`config.mk`:
```
export PLATFORM = sky130hd
export DESIGN_NAME = pwm_clock_gen
export DESIGN_NICKNAME = d
export VERILOG_FILES = /design/src/rtl/pwm_clkgen_pkg.sv /design/src/rtl/pwm_clk_prescaler.sv /design/src/rtl/pwm_clk_scaler.sv /design/src/rtl/pwm_clk_chan_sel.sv /design/src/rtl/pwm_clock_gen.sv
export SDC_FILE = /design/constraint.sdc
export NUM_CORES = 1
export LEC_CHECK = 0
export CAP_MARGIN = 20
export CELL_PAD_IN_SITES_DETAIL_PLACEMENT = 1
export CELL_PAD_IN_SITES_GLOBAL_PLACEMENT = 1
export CORE_MARGIN = 2
export CORE_UTILIZATION = 40
export CTS_BUF_LIST = sky130_fd_sc_hd__clkbuf_4 sky130_fd_sc_hd__clkbuf_8
export DETAILED_ROUTE_END_ITERATION = 6
export PLACE_DENSITY_LB_ADDON = 0.15
export SETUP_SLACK_MARGIN = 0.5
export SLEW_MARGIN = 20
export SYNTH_ARGS = -nofsm -noshare
export SYNTH_HDL_FRONTEND = slang
export SYNTH_SLANG_ARGS = --single-unit
```
`constraint.sdc`:
```
create_clock -name clk -period 2.18 [get_ports clk]
set_input_delay 0.218 -clock clk [delete_from_list [all_inputs] [get_ports clk]]
set_output_delay 0.218 -clock clk [all_outputs]
set_load 0.1 [all_outputs]
```
`src/rtl/pwm_clkgen_pkg.sv`:
```
// Package: shared sizing and channel-to-path mapping for the PWM tick generator.
// Assumes six channels and two divider paths; all widths derive from here.
package pwm_clkgen_pkg;

    localparam int NUM_CH     = 6;
    localparam int NUM_PATH   = 2;
    localparam int CODE_W     = 3;
    localparam int SCALE_W    = 8;
    localparam int REG_W      = 8;
    localparam int A_CODE_LSB = 0;
    localparam int B_CODE_LSB = 4;

    // Prescaler counter needs 2^CODE_W - 1 bits to divide by up to 2^(2^CODE_W - 1).
    localparam int PRE_CNT_W  = (1 << CODE_W) - 1;
    // Scaler counts up to 2*2^SCALE_W - 1.
    localparam int SC_CNT_W   = SCALE_W + 1;

    typedef enum logic {
        PATH_A = 1'b0,
        PATH_B = 1'b1
    } path_e;

    // Bit k set: channel k belongs to path B.
    localparam logic [NUM_CH-1:0] CH_ON_PATH_B = 6'b001100;

endpackage

```
`src/rtl/pwm_clk_prescaler.sv`:
```
// Module: power-of-two prescaler. A free-running counter emits a one-cycle
// enable whenever its low `code` bits are all ones, so the enable rate is
// clk / 2^code. Assumes code may change at any time; only the phase of the
// next enable is affected.
module pwm_clk_prescaler #(
    parameter int CODE_W = 3,
    parameter int CNT_W  = (1 << CODE_W) - 1
) (
    input  logic              clk,
    input  logic              rst_n,
    input  logic [CODE_W-1:0] code,
    output logic              en_o
);

    logic [CNT_W-1:0] free_cnt;
    logic [CNT_W-1:0] low_mask;

    // Free-running divide counter.
    always_ff @(posedge clk) begin
        if (!rst_n) begin
            free_cnt <= '0;
        end else begin
            free_cnt <= free_cnt + 1'b1;
        end
    end

    // Mask of the low code bits; enable when they are all ones.
    always_comb begin
        low_mask = ~({CNT_W{1'b1}} << code);
        en_o     = ((free_cnt & low_mask) == low_mask);
    end

endmodule

```
`src/rtl/pwm_clk_scaler.sv`:
```
// Module: programmable even divider on a tick stream. It counts input enables
// down from 2*N-1 and emits one enable when the count is zero and an input
// enable arrives, then reloads. N = 0 stands for 256. A restart strobe loads
// the count from the current scale value and suppresses an output that cycle.
// Assumes en_i is a single-cycle enable in the clk domain.
module pwm_clk_scaler #(
    parameter int SCALE_W = 8,
    parameter int CNT_W   = SCALE_W + 1
) (
    input  logic               clk,
    input  logic               rst_n,
    input  logic               en_i,
    input  logic [SCALE_W-1:0] scale,
    input  logic               restart,
    output logic               en_o
);

    logic [CNT_W-1:0] down_cnt;
    logic [CNT_W-1:0] reload_val;
    logic             cnt_zero;

    // Reload value 2*N-1, with N = 0 taken as 2^SCALE_W.
    always_comb begin
        if (scale == '0) begin
            reload_val = {CNT_W{1'b1}};
        end else begin
            reload_val = {scale, 1'b0} - CNT_W'(1);
        end
        cnt_zero = (down_cnt == '0);
    end

    // Down-counter: restart, reload on expiry, or step on each input enable.
    always_ff @(posedge clk) begin
        if (!rst_n) begin
            down_cnt <= '0;
        end else if (restart) begin
            down_cnt <= reload_val;
        end else if (en_i) begin
            if (cnt_zero) begin
                down_cnt <= reload_val;
            end else begin
                down_cnt <= down_cnt - 1'b1;
            end
        end
    end

    // Output enable on expiry, not during a restart.
    always_comb begin
        en_o = en_i && cnt_zero && !restart;
    end

endmodule

```
`src/rtl/pwm_clk_chan_sel.sv`:
```
// Module: per-channel source selection. Each channel takes the unscaled or the
// scaled enable of its fixed path, chosen by its select bit. Assumes the
// path map is constant and given as a parameter.
module pwm_clk_chan_sel
    import pwm_clkgen_pkg::*;
#(
    parameter int                 CH_N   = NUM_CH,
    parameter int                 PATH_N = NUM_PATH,
    parameter logic [CH_N-1:0]    ON_B   = CH_ON_PATH_B
) (
    input  logic [CH_N-1:0]   sel,
    input  logic [PATH_N-1:0] pre_en,
    input  logic [PATH_N-1:0] scl_en,
    output logic [CH_N-1:0]   tick_d
);

    for (genvar k = 0; k < CH_N; k++) begin : g_ch
        localparam path_e CH_PATH = ON_B[k] ? PATH_B : PATH_A;
        // Pick scaled or unscaled enable of this channel's path.
        always_comb begin
            tick_d[k] = sel[k] ? scl_en[CH_PATH] : pre_en[CH_PATH];
        end
    end

endmodule

```
`src/rtl/pwm_clock_gen.sv`:
```
// Module: top of the dual-path PWM tick generator. Two prescalers feed two
// scalers; six channels choose a source each; outputs are registered so each
// tick is a clean one-cycle enable. Assumes scale strobes are one cycle wide
// and that register values are held stable by the surrounding logic.
module pwm_clock_gen
    import pwm_clkgen_pkg::*;
(
    input  logic               clk,
    input  logic               rst_n,
    input  logic [REG_W-1:0]   presc_ctrl,
    input  logic [SCALE_W-1:0] scale_a,
    input  logic               scale_a_wr,
    input  logic [SCALE_W-1:0] scale_b,
    input  logic               scale_b_wr,
    input  logic [REG_W-1:0]   clk_sel,
    output logic [NUM_CH-1:0]  tick
);

    localparam int CODE_LSB [NUM_PATH] = '{A_CODE_LSB, B_CODE_LSB};

    logic [NUM_PATH-1:0]              pre_en;
    logic [NUM_PATH-1:0]              scl_en;
    logic [NUM_PATH-1:0][SCALE_W-1:0] scale_val;
    logic [NUM_PATH-1:0]              scale_wr;
    logic [NUM_CH-1:0]                tick_d;

    // Gather per-path scale inputs into arrays.
    always_comb begin
        scale_val[PATH_A] = scale_a;
        scale_val[PATH_B] = scale_b;
        scale_wr[PATH_A]  = scale_a_wr;
        scale_wr[PATH_B]  = scale_b_wr;
    end

    for (genvar p = 0; p < NUM_PATH; p++) begin : g_path
        pwm_clk_prescaler #(
            .CODE_W (CODE_W),
            .CNT_W  (PRE_CNT_W)
        ) i_pre (
            .clk    (clk),
            .rst_n  (rst_n),
            .code   (presc_ctrl[CODE_LSB[p] +: CODE_W]),
            .en_o   (pre_en[p])
        );

        pwm_clk_scaler #(
            .SCALE_W (SCALE_W),
            .CNT_W   (SC_CNT_W)
        ) i_scl (
            .clk     (clk),
            .rst_n   (rst_n),
            .en_i    (pre_en[p]),
            .scale   (scale_val[p]),
            .restart (scale_wr[p]),
            .en_o    (scl_en[p])
        );
    end

    pwm_clk_chan_sel #(
        .CH_N   (NUM_CH),
        .PATH_N (NUM_PATH),
        .ON_B   (CH_ON_PATH_B)
    ) i_sel (
        .sel    (clk_sel[NUM_CH-1:0]),
        .pre_en (pre_en),
        .scl_en (scl_en),
        .tick_d (tick_d)
    );

    // Output register: one-cycle ticks, cleared in reset.
    always_ff @(posedge clk) begin
        if (!rst_n) begin
            tick <= '0;
        end else begin
            tick <= tick_d;
        end
    end

endmodule

```
==> metrics.yaml <==
final_layout:
  final_common_cell: "buf_4"
  layout.cells.non_filler: 423
  nNetsFinal: 394
  layout_common_cells: "buf_4, nor2_1, dfxtp_1"
  final_util_pct: 61.18
  drive_gt1_share_pct: 34.47
  area_delta_synth_final_pct: 49.16
  diodes: 0
synth:
  syn_nets: 313
  ys_seq_elements: 38
  synth-xor-area-share_pct: 7.023
  synth_top_family_by_area: "simple AND/OR/NAND/NOR gates"
  ys_types: 60
  synthAdderAreaFrac_pct: 4.459
  seq_area_frac_synth_pct: 33.89
  syn-cell-area_um2: 2245
  synth_compound_area_share_pct: 22.80
  ys_warn_count: 0
  synth_area_per_cell_um2: 8.344
  synth_ff_type: "dfxtp_1"
  synthArstFlopShare_pct: 0
  netlist_instances: 269
  yosys-mux-area-fraction_pct: 0.5017
  yosys.area_share.simple_pct: 27.31
  synth_edf_count: 0
pwr:
  p_leak_nw: 1.291
  power_density_nw_per_um2: 593.7
  peakVddDrop_uv: 450.2
timing:
  whs_ps: 467.5
  grt_setup_unrepaired: "yes"
  slew_headroom_pct: 61.76
  tightest_slew_ps: 568.3
  post-route-period-util_pct: 92.85
  finalMaxSlewViolations: 0
  finalClockSkew_ps: 10.47
  min_period_ps: 2024
  hold_viol: 0
  tns_ps: 0
  setup_viol: 0
  clock.fmax_mhz: 494.0
critical_path:
  required_ps: 2430
  worst-setup-path-type: "flop to flop"
  cp_slowest_stage_delay_ps: 570
  cp-end-kind: "flop"
  reg2reg_from: "g_path[1].i_scl.down_cnt[6]$_SDFFE_PN0P_"
  crit_chain: "or4_4 -> o31ai_4 -> mux2_2 -> nor2_1 -> o21a_1"
  r2r-end: "g_path[1].i_scl.down_cnt[2]$_SDFFE_PN0P_"
  reg2reg_slack_ps: 160
  path_max_fanout: 4
  reg2reg_depth: 5
  cp.arrival_ps: 2270
  cp_slowest_cell: "or4_4"
  start_kind: "flop"
clocking:
  clkSlewWorstSetupHoldPaths_ps: 90
  clock-sinks: 38
  cts_buffer_depth: 2
  cts_hold_repair.buffers: 0
  cts_root_buffer: "clkbuf_8"
  htreeDepth: 2
  clkLatencyLatePin_ps: 300
  tritoncts: "done"
  cts_buffers: 5
worst_hold_path:
  hp-start: "clk_sel[0]"
  min_to: "tick[0]$_SDFF_PN0_"
  hold_depth: 2
  hp-class: "primary input to flop"
die:
  core_um2: 5473
  row_count: 27
  dieArea_um2: 6227
  die_width_um: 78.91
  initial_core_util_pct: 41.02
  die_y_um: 78.91
  io_pins: 42
placed_design:
  numPortBuffers: 37
  place_inst: 386
  hpwl_um: 4742
  place.gp.congestion: 0.8355
global_routing:
  grt_max_degree: 15
  first_global_vias: 2463
  grt_overflow: 0
  antenna_found_initial: 0
  track_usage_pct: 24.20
  grt_pass1_wl_um: 11970
drt:
  first_pass_iters: 4
  drtIter0Drc: 172
  via_per_inst: 5.626
  via_count: 2380
  final_antenna_net_count: 0
  routed_wl_um: 7663
  routedWlPerCell_um: 18.12
  drcViolationCount: 0
run_status:
  status: "finished, final reports clean"
run:
  cap_violations: 0
## what timing repair did
item / CTS / global route
pin swaps: 21 / 13
setup endpoints to repair: 20 / 19
buffers inserted: 21 / 8
gates resized for setup: 48 / 26
## sequential cells by signal, summed over array words and instances, names as in the netlist
register and flops:
g_path.i_scl.down_cnt 18, g_path.i_pre.free_cnt 14, tick 6
## layout make-up
| class | instances | area, um2 |
|---|---|---|
| Fill cell | 658 | 2125 |
| Multi-Input combinational cell | 209 | 1628 |
| Sequential cell | 38 | 775.7 |
| Timing Repair Buffer | 81 | 703.2 |
| Tap cell | 72 | 90.09 |
| Clock buffer | 6 | 82.58 |
| Inverter | 15 | 56.30 |
| Clock inverter | 2 | 12.51 |
## cell usage after synthesis (5+ instances only)
cell | instances | area, um2
nor2_1 | 30 | 112.6
or3_1 | 6 | 37.54
ha_1 | 8 | 100.1
nand4_1 | 7 | 43.79
nand3_1 | 10 | 50.05
clkbuf_1 | 5 | 18.77
nor3_1 | 7 | 35.03
o21ai_0 | 7 | 35.03
xor2_1 | 7 | 61.31
dfxtp_1 | 38 | 760.7
inv_1 | 15 | 56.30
a21oi_1 | 19 | 95.09
xnor2_1 | 11 | 96.34
nor2b_1 | 6 | 37.54
nand2_1 | 18 | 67.56
## critical path, delay by kind of cell, from the launching register on
kind	cells	cell delay, ps
mux	1	390
flops	1	330
simple gates	2	740
compound gates	2	510
## power breakdown
part           leakage (nW)  internal, mW  switching (mW)
Clock                0.0472         0.255           0.278
Combinational         0.929         0.327           0.331
Sequential            0.315         0.743          0.0556
## worst max-delay path by stage
stage / start / to / slack (ps) / cells after the start
detailed placement: scale_a[3] / g_path[0].i_scl.down_cnt[3]$_SDFFE_PN0P_ / -8 / 6
global route: g_path[1].i_scl.down_cnt[0]$_SDFFE_PN0P_ / g_path[1].i_scl.down_cnt[5]$_SDFFE_PN0P_ / 70 / 6
CTS: g_path[1].i_scl.down_cnt[6]$_SDFFE_PN0P_ / g_path[1].i_scl.down_cnt[5]$_SDFFE_PN0P_ / 310 / 5
finish: g_path[1].i_scl.down_cnt[6]$_SDFFE_PN0P_ / g_path[1].i_scl.down_cnt[2]$_SDFFE_PN0P_ / 160 / 5
floorplan: g_path[1].i_scl.down_cnt[0]$_SDFFE_PN0P_ / g_path[1].i_scl.down_cnt[5]$_SDFFE_PN0P_ / 340 / 7
global placement: scale_a[3] / g_path[0].i_scl.down_cnt[1]$_SDFFE_PN0P_ / 50 / 6
## layer usage
metal | wire [um] | GRT usage [%] | up-vias
li1 | - | - | 1154
met1 | 3497 | 31.21 | 1165
met2 | 3685 | 39.74 | 49
met3 | 310 | 5.568 | 12
met4 | 170 | 8.448 | 0
met5 | 0 | 0 | -
## through the flow
| step | setup WS, ps | power, mW | cell area (um2) |
|---|---|---|---|
| after global routing | 74.20 | 2.091 | 3348 |
| after detailed placement | -8.244 | 1.269 | 2815 |
| after global placement | 47.62 | 1.252 | 2815 |
| after CTS | 306.1 | 1.886 | 3177 |
| final | 155.8 | 1.988 | 3348 |
| after floorplan | 342.6 | 1.085 | 2292 |
## logic make-up (layout without fill, tap and decap cells)
family | Yosys count | count (layout)
and+or+nand+nor | 112 | 112
DFF | 38 | 38
AOI/OAI and AO/OA | 70 | 70
adders and majority gates | 8 | 8
muxes | 1 | 1
buffers and inverters | 22 | 104
xor gates and xnor gates | 18 | 18
(Power assumes the default switching activity.)
